`src/rtl/tat_pkg.sv`:
```
package tat_pkg;
  localparam int unsigned DATA_W = 32;
  localparam int unsigned ADDR_W = 12;
  localparam int unsigned WORD_W = ADDR_W - 2;

  typedef enum logic [WORD_W-1:0] {
    REG_TIME_LO   = 10'd0,
    REG_TIME_HI   = 10'd1,
    REG_ALARM_LO  = 10'd2,
    REG_ALARM_HI  = 10'd3,
    REG_IRQ_EN    = 10'd4,
    REG_ALARM_CLR = 10'd5,
    REG_IRQ_CLR   = 10'd6
  } reg_word_e;

  typedef struct packed {
    logic rd_time_lo;
    logic wr_alarm_lo;
    logic wr_alarm_hi;
    logic wr_irq_en;
    logic wr_alarm_clr;
    logic wr_irq_clr;
  } strobe_t;
endpackage

```
`src/rtl/tat_prescaler.sv`:
```
module tat_prescaler #(
  parameter int unsigned TICK_DIV = 1
) (
  input  logic clk_i,
  input  logic rst_ni,
  output logic tick_o
);
  generate
    if (TICK_DIV <= 1) begin : g_every_cycle
      logic unused_clk_rst;
      assign unused_clk_rst = clk_i ^ rst_ni;
      assign tick_o = 1'b1;
    end else begin : g_divider
      localparam int unsigned DIV_W = $clog2(TICK_DIV);
      localparam logic [DIV_W-1:0] DIV_LAST = DIV_W'(TICK_DIV - 1);
      logic [DIV_W-1:0] div_q;

      always_ff @(posedge clk_i or negedge rst_ni) begin
        if (!rst_ni)                div_q <= '0;
        else if (div_q == DIV_LAST) div_q <= '0;
        else                        div_q <= div_q + 1'b1;
      end
      assign tick_o = (div_q == DIV_LAST);

      // two ticks never land on consecutive edges when dividing
      assert_tick_gap_R2: assert property (@(posedge clk_i) disable iff (!rst_ni)
        tick_o |=> !tick_o);
    end
  endgenerate
endmodule

```
`src/rtl/tat_counter.sv`:
```
module tat_counter #(
  parameter int unsigned HALF_W   = 32,
  parameter int unsigned TICK_INC = 1,
  localparam int unsigned CNT_W   = 2 * HALF_W
) (
  input  logic              clk_i,
  input  logic              rst_ni,
  input  logic              tick_i,
  input  logic              snap_i,
  output logic [CNT_W-1:0]  count_o,
  output logic [HALF_W-1:0] snap_hi_o
);
  localparam logic [CNT_W-1:0] INC_EXT = CNT_W'(TICK_INC);

  logic [CNT_W-1:0]  count_q;
  logic [HALF_W-1:0] snap_hi_q;

  always_ff @(posedge clk_i or negedge rst_ni) begin
    if (!rst_ni)     count_q <= '0;
    else if (tick_i) count_q <= count_q + INC_EXT;
  end

  always_ff @(posedge clk_i or negedge rst_ni) begin
    if (!rst_ni)     snap_hi_q <= '0;
    else if (snap_i) snap_hi_q <= count_q[CNT_W-1:HALF_W];
  end

  assign count_o   = count_q;
  assign snap_hi_o = snap_hi_q;

  assert_step_R2: assert property (@(posedge clk_i) disable iff (!rst_ni)
    tick_i |=> count_q == $past(count_q) + INC_EXT);
  assert_hold_R2: assert property (@(posedge clk_i) disable iff (!rst_ni)
    !tick_i |=> $stable(count_q));
  assert_snap_R3: assert property (@(posedge clk_i) disable iff (!rst_ni)
    snap_i |=> snap_hi_q == $past(count_q[CNT_W-1:HALF_W]));
endmodule

```
`src/rtl/tat_alarm.sv`:
```
module tat_alarm
  import tat_pkg::*;
#(
  parameter int unsigned HALF_W = 32,
  localparam int unsigned CNT_W = 2 * HALF_W
) (
  input  logic              clk_i,
  input  logic              rst_ni,
  input  logic [CNT_W-1:0]  count_i,
  input  strobe_t           strb_i,
  input  logic [HALF_W-1:0] wdata_i,
  output logic [CNT_W-1:0]  alarm_o,
  output logic [HALF_W-1:0] alarm_hi_o,
  output logic              irq_en_o,
  output logic              irq_o
);
  logic [HALF_W-1:0] alarm_hi_q;
  logic [CNT_W-1:0]  alarm_q;
  logic              armed_q, pending_q, irq_en_q;
  logic              hit;

  assign hit = armed_q && (count_i >= alarm_q);

  always_ff @(posedge clk_i or negedge rst_ni) begin
    if (!rst_ni) begin
      alarm_hi_q <= '0;
      alarm_q    <= '0;
      irq_en_q   <= 1'b0;
    end else begin
      if (strb_i.wr_alarm_hi) alarm_hi_q <= wdata_i;
      if (strb_i.wr_alarm_lo) alarm_q    <= {alarm_hi_q, wdata_i};
      if (strb_i.wr_irq_en)   irq_en_q   <= wdata_i[0];
    end
  end

  // arming write wins over a same-cycle hit or cancel
  always_ff @(posedge clk_i or negedge rst_ni) begin
    if (!rst_ni)                                 armed_q <= 1'b0;
    else if (strb_i.wr_alarm_lo)                 armed_q <= 1'b1;
    else if (hit)                                armed_q <= 1'b0;
    else if (strb_i.wr_alarm_clr && wdata_i[0])  armed_q <= 1'b0;
  end

  // a hit wins over a same-cycle clear
  always_ff @(posedge clk_i or negedge rst_ni) begin
    if (!rst_ni)                               pending_q <= 1'b0;
    else if (hit)                              pending_q <= 1'b1;
    else if (strb_i.wr_irq_clr && wdata_i[0])  pending_q <= 1'b0;
  end

  assign alarm_o    = alarm_q;
  assign alarm_hi_o = alarm_hi_q;
  assign irq_en_o   = irq_en_q;
  assign irq_o      = pending_q & irq_en_q;

  assert_fire_R6: assert property (@(posedge clk_i) disable iff (!rst_ni)
    armed_q && (count_i >= alarm_q) && !strb_i.wr_alarm_lo |=> pending_q && !armed_q);
  assert_oneshot_R7: assert property (@(posedge clk_i) disable iff (!rst_ni)
    $rose(pending_q) |-> !armed_q || $past(strb_i.wr_alarm_lo));
  assert_sticky_R8: assert property (@(posedge clk_i) disable iff (!rst_ni)
    pending_q && !(strb_i.wr_irq_clr && wdata_i[0]) |=> pending_q);
  assert_clear_R9: assert property (@(posedge clk_i) disable iff (!rst_ni)
    strb_i.wr_irq_clr && wdata_i[0] && !armed_q |=> !pending_q);
endmodule

```
`src/rtl/tat_regif.sv`:
```
module tat_regif
  import tat_pkg::*;
#(
  localparam int unsigned CNT_W = 2 * DATA_W
) (
  input  logic              clk_i,
  input  logic              rst_ni,
  input  logic              req_i,
  input  logic              we_i,
  input  logic [ADDR_W-1:0] addr_i,
  input  logic [CNT_W-1:0]  count_i,
  input  logic [DATA_W-1:0] snap_hi_i,
  input  logic [CNT_W-1:0]  alarm_i,
  input  logic [DATA_W-1:0] alarm_hi_i,
  input  logic              irq_en_i,
  output strobe_t           strb_o,
  output logic [DATA_W-1:0] rdata_o
);
  logic [WORD_W-1:0] word;
  logic              wr, rd;
  logic [DATA_W-1:0] rd_val, rdata_q;
  logic              unused_addr_lsb;

  assign word            = addr_i[ADDR_W-1:2];
  assign unused_addr_lsb = ^addr_i[1:0];
  assign wr              = req_i & we_i;
  assign rd              = req_i & ~we_i;

  always_comb begin
    strb_o              = '0;
    strb_o.rd_time_lo   = rd && (word == REG_TIME_LO);
    strb_o.wr_alarm_lo  = wr && (word == REG_ALARM_LO);
    strb_o.wr_alarm_hi  = wr && (word == REG_ALARM_HI);
    strb_o.wr_irq_en    = wr && (word == REG_IRQ_EN);
    strb_o.wr_alarm_clr = wr && (word == REG_ALARM_CLR);
    strb_o.wr_irq_clr   = wr && (word == REG_IRQ_CLR);
  end

  always_comb begin
    case (word)
      REG_TIME_LO:  rd_val = count_i[DATA_W-1:0];
      REG_TIME_HI:  rd_val = snap_hi_i;
      REG_ALARM_LO: rd_val = alarm_i[DATA_W-1:0];
      REG_ALARM_HI: rd_val = alarm_hi_i;
      REG_IRQ_EN:   rd_val = {{(DATA_W-1){1'b0}}, irq_en_i};
      default:      rd_val = '0;
    endcase
  end

  always_ff @(posedge clk_i or negedge rst_ni) begin
    if (!rst_ni)  rdata_q <= '0;
    else if (rd)  rdata_q <= rd_val;
  end

  assign rdata_o = rdata_q;

  assert_rdata_hold_R10: assert property (@(posedge clk_i) disable iff (!rst_ni)
    !rd |=> $stable(rdata_o));
  assert_strobe_excl_R10: assert property (@(posedge clk_i) disable iff (!rst_ni)
    $countones(strb_o) <= 1);
endmodule

```
`src/rtl/tat_top.sv`:
```
module tat_top
  import tat_pkg::*;
#(
  parameter int unsigned TICK_DIV = 1,
  parameter int unsigned TICK_INC = 1
) (
  input  logic        clk_i,
  input  logic        rst_ni,
  input  logic        req_i,
  input  logic        we_i,
  input  logic [11:0] addr_i,
  input  logic [31:0] wdata_i,
  output logic [31:0] rdata_o,
  output logic        irq_o
);
  localparam int unsigned CNT_W = 2 * DATA_W;

  logic              tick;
  logic [CNT_W-1:0]  count;
  logic [DATA_W-1:0] snap_hi;
  logic [CNT_W-1:0]  alarm;
  logic [DATA_W-1:0] alarm_hi;
  logic              irq_en;
  strobe_t           strb;

  tat_prescaler #(.TICK_DIV(TICK_DIV)) i_prescaler (
    .clk_i, .rst_ni, .tick_o(tick)
  );

  tat_counter #(.HALF_W(DATA_W), .TICK_INC(TICK_INC)) i_counter (
    .clk_i, .rst_ni, .tick_i(tick), .snap_i(strb.rd_time_lo),
    .count_o(count), .snap_hi_o(snap_hi)
  );

  tat_alarm #(.HALF_W(DATA_W)) i_alarm (
    .clk_i, .rst_ni, .count_i(count), .strb_i(strb), .wdata_i(wdata_i),
    .alarm_o(alarm), .alarm_hi_o(alarm_hi), .irq_en_o(irq_en), .irq_o(irq_o)
  );

  tat_regif i_regif (
    .clk_i, .rst_ni, .req_i, .we_i, .addr_i,
    .count_i(count), .snap_hi_i(snap_hi), .alarm_i(alarm),
    .alarm_hi_i(alarm_hi), .irq_en_i(irq_en),
    .strb_o(strb), .rdata_o(rdata_o)
  );

  assert_irq_needs_en_R8: assert property (@(posedge clk_i) disable iff (!rst_ni)
    strb.wr_irq_en && !wdata_i[0] |=> !irq_o);
endmodule

```
`config.mk`:
```
export PLATFORM = sky130hd
export DESIGN_NAME = tat_top
export DESIGN_NICKNAME = d
export VERILOG_FILES = /design/src/rtl/tat_pkg.sv /design/src/rtl/tat_prescaler.sv /design/src/rtl/tat_counter.sv /design/src/rtl/tat_alarm.sv /design/src/rtl/tat_regif.sv /design/src/rtl/tat_top.sv
export SDC_FILE = /design/constraint.sdc
export NUM_CORES = 1
export LEC_CHECK = 0
export BUFFER_PORTS_ARGS = -buffer_cell sky130_fd_sc_hd__clkbuf_2
export CORE_MARGIN = 3
export CORE_UTILIZATION = 50
export DETAILED_ROUTE_END_ITERATION = 8
export PLACE_DENSITY = 0.71
export SLEW_MARGIN = 20
export SYNTH_ARGS = -nofsm -noshare
export SYNTH_HDL_FRONTEND = slang
export SYNTH_HIERARCHICAL = 1
export SYNTH_SLANG_ARGS = --single-unit
```
`constraint.sdc`:
```
create_clock -name clk_i -period 2.1 [get_ports clk_i]
set_clock_uncertainty 0.15 [all_clocks]
set_input_delay 0 -clock clk_i [delete_from_list [all_inputs] [get_ports clk_i]]
set_output_delay 0 -clock clk_i [all_outputs]
set_load 0.03 [all_outputs]
```
==> flow_metrics.py <==
metrics = {
    "critical_path": {
        "timing.critical_path.buf_inv": 2,
        "cp_max_fo": 3,
        "worst_ep_arrival_time_ns": 2.49,
        "endpoint_kind": "flip-flop",
        "r2r_cells": 9,
        "crit_chain": "ha_4 -> nand4_1 -> buf_4 -> nor4_4 -> buf_4 -> nand3_4 -> nor2_4 -> a21oi_2 -> a41o_1",
        "slowest_delay_ns": 0.42,
        "path_class": "flip-flop to flip-flop",
        "critPathRequiredTime_ns": 2.35,
        "r2r_slack_ns": -0.14,
        "cp_common_cell": "buf_4",
        "critical-path-top-delay-family": "simple AND/OR/NAND/NOR gates",
        "critPathLaunchType": "flip-flop",
        "path_depth": 9,
        "cpMaxStageDelayCell": "dfrtp_1",
    },
    "final_layout": {
        "fillers": 1582,
        "layout-drive-gt1-share": 0.353,
        "finalNetCount": 1370,
        "n_antenna_cell": 0,
        "final_cells": 1554,
        "area_delta_synth_final_pct": 30.9,
    },
    "yosys": {
        "ys_ff_latch": 227,
        "synthMuxAreaShare": 0.127,
        "synth_xor_area_frac": 0.0480,
        "synth_fa_ha_area_frac": 0.0707,
        "synth-compound-area-share": 0.0846,
        "synth_top_family_by_area": "simple AND/OR/NAND/NOR gates",
        "ys_seq_area_frac": 0.494,
        "synthCells": 1000,
        "async_reset_ff_frac": 1.00,
        "yosysWarnings": 6,
        "syn_area_um2": 11500,
        "syn_area_per_cell_um2": 11.5,
        "synthesis.nets": 1113,
        "synth_ff_type": "dfrtp_1",
        "ys_types": 57,
        "synthSimpleGateAreaFrac": 0.133,
        "synth_edf_count": 0,
    },
    "clocking": {
        "clock_latency_ns": 0.52,
        "cts_root_buf": "clkbuf_16",
        "numCtsBuffers": 25,
        "cts_sinks": 227,
        "htree_levels": 1,
        "cts_tree": "yes",
        "cts_max_path_buffers": 3,
        "clk_pin_slew_ns": 0.06,
    },
    "run_status": {
        "status": "complete, but fails checks",
        "violations": "setup timing",
    },
    "min_path": {
        "hold_path_class": "input pin to flip-flop",
        "hold_depth": 5,
    },
    "floorplanning": {
        "die_w_um": 158,
        "ios": 81,
        "core_um2": 22200,
        "start_util": 0.517,
        "dieHeight_um": 158,
        "die_area_um2": 24900,
        "row_count": 54,
    },
    "power": {
        "internal-power_uw": 7720,
        "p_switching_uw": 2270,
        "switching_share": 0.227,
        "p_comb_frac": 0.086,
        "p_seq_frac": 0.456,
        "power_frac_clock": 0.458,
        "p_per_area_nw_per_um2": 664,
        "p_leak_uw": 0.00769,
        "ir_worst_vdd_mv": 0.615,
    },
    "timing": {
        "finalSetupTns_ns": -0.233,
        "fmax_mhz": 446,
        "hold_viol_final": 0,
        "rsz0062_at_grt": "yes",
        "setup_violations": 2,
        "timing.final.crit_share": 1.07,
        "layout_setup_ws_ns": -0.140,
        "min_period_ns": 2.24,
        "slew_viol_final": 0,
    },
    "global_route": {
        "grt_overflow_total": 0,
        "grt_pass1_vias": 9226,
        "grt_max_degree": 59,
        "grt_use_total": 0.246,
        "grt_antenna_before_repair": 0,
        "grt_pass1_wl_mm": 48.8,
    },
    "detailed_routing": {
        "drtIter0Drc": 585,
        "drt_pass1_iterations": 6,
        "post_drt_via_cell_ratio": 5.71,
        "wl_mm": 30.5,
        "drc": 0,
        "antenna_left": 0,
        "vias": 8876,
        "wire_per_inst_um": 19.6,
    },
    "place": {
        "place_ws_ns": -0.221,
        "io_buffers": 78,
        "hpwlAfterDp_mm": 20.9,
        "routabilityCongestion": 0.886,
        "dp_cells": 1447,
    },
    "run": {
        "max_cap_viol_count": 0,
    },
}
## per-layer routing
| metal | track usage | vias to the layer above | wire length (um) |
|---|---|---|---|
| met5 | 0 | - | 0 |
| met4 | 0.0612 | 0 | 790 |
| li1 | - | 4101 | - |
| met3 | 0.0298 | 66 | 1420 |
| met1 | 0.342 | 4446 | 13300 |
| met2 | 0.416 | 263 | 15000 |
## worst register-to-register path, delay by kind of cell (launching register included)
kind	cells	cell delay, ns
flops	1	0.42
buf+inv	2	0.36
compound gates	2	0.24
fa+ha+maj	1	0.30
simple gates	4	0.65
## power by group through the flow
| stage | sequential [uW] | combinational, uW | clock, uW |
|---|---|---|---|
| after floorplan | 4640 | 339 | 0 |
| after global placement | 4620 | 741 | 0 |
| after detailed placement | 4630 | 763 | 0 |
| after CTS | 4550 | 839 | 4630 |
| after global routing | 4560 | 958 | 4810 |
| final | 4550 | 860 | 4580 |
## placed cells by master, fill, tap and decap left out, types with 18 or more instances in the layout
| master | netlist | routed |
|---|---|---|
| mux4_2 | 31 | 31 |
| clkbuf_2 | 0 | 77 |
| a21oi_1 | 20 | 18 |
| dfrtp_1 | 227 | 222 |
| ha_1 | 65 | 55 |
| clkbuf_16 | 0 | 25 |
| buf_4 | 6 | 127 |
| inv_1 | 77 | 75 |
| nand2_1 | 109 | 108 |
| mux2_2 | 67 | 67 |
| o21ai_0 | 72 | 68 |
| xor2_1 | 31 | 31 |
| a22o_1 | 31 | 31 |
| dlygate4sd3_1 | 0 | 43 |
| xnor2_1 | 32 | 32 |
| nand3_1 | 25 | 22 |
| nand4_1 | 33 | 33 |
## Yosys cell counts (all sizes together), types with 19 or more instances
library cell    n  share of area
mux2           67          0.066
ha             65          0.071
inv            77          0.025
dfrtp         227           0.49
nor2           26         0.0087
xnor2          32          0.024
clkbuf         19         0.0062
nor3           22          0.014
o21ai          72          0.031
nand3          26          0.012
a22o           31          0.024
nand4          38          0.025
mux4           31          0.061
a21oi          21         0.0095
nand2         109          0.036
buf            21          0.011
xor2           31          0.024
## registers in the layout, indices dropped and copies added, names as in the netlist
| register | cells |
|---|---|
| i_alarm/irq_en_o | 1 |
| i_alarm/alarm_o | 64 |
| i_alarm/pending_q | 1 |
| i_counter/snap_hi_o | 32 |
| i_regif/rdata_o | 32 |
| i_counter/count_o | 64 |
| i_alarm/alarm_hi_o | 32 |
| i_alarm/armed_q | 1 |
## final timing paths
kind	end	startpoint
worst max-delay path	i_alarm/armed_q$_DFFE_PN0P_	i_counter/count_o[38]$_DFFE_PN0P_
worst min-delay path	i_regif/rdata_o[0]$_DFFE_PN0P_	addr_i[3]
worst max register to register	i_alarm/armed_q$_DFFE_PN0P_	i_counter/count_o[38]$_DFFE_PN0P_
worst min register to register	i_counter/snap_hi_o[23]$_DFFE_PN0P_	i_counter/snap_hi_o[23]$_DFFE_PN0P_
max in group asynchronous	i_alarm/alarm_o[56]$_DFFE_PN0P_	rst_ni
min in group asynchronous	i_regif/rdata_o[13]$_DFFE_PN0P_	rst_ni
## area by class of cell
| class | count | area [um^2] | share of cell area |
|---|---|---|---|
| Multi-Input combinational cell | 656 | 5750 | 0.382 |
| Sequential cell | 227 | 5690 | 0.378 |
| Timing Repair Buffer | 270 | 2110 | 0.140 |
| Clock buffer | 35 | 743 | 0.0494 |
| Tap cell | 280 | 350 | 0.0233 |
| Inverter | 77 | 289 | 0.0192 |
| Clock inverter | 9 | 120 | 0.00798 |
## through the flow
stage | utilization | power (uW) | hold slack (ns) | instance area [um^2]
floorplan | - | 4980 | -0.446 | 11500
global placement | 0.591 | 5360 | -0.238 | 13100
detailed placement | 0.591 | 5390 | -0.238 | 13100
CTS | 0.659 | 10000 | 0.0220 | 14700
global route | 0.677 | 10300 | 0.0739 | 15100
finish | 0.677 | 9990 | 0.0459 | 15100
## what timing repair did
item | CTS | global route
gates cloned | 0 | 0
gates resized for setup | 19 | 68
setup endpoints to repair | 9 | 58
hold buffers | 44 | 0
endpoints found under the hold margin | 306 | 0
pin swaps | 17 | 26
setup buffers | 10 | 9
## kinds of logic after synthesis
logic type / count (synthesis)
AOI/OAI and AO/OA: 152
DFF: 227
muxes: 99
adders and majority gates: 65
buffers and inverters: 117
and+or+nand+nor: 276
xor gates and xnor gates: 63
other: 1
Power figures use the tool's default switching activity.
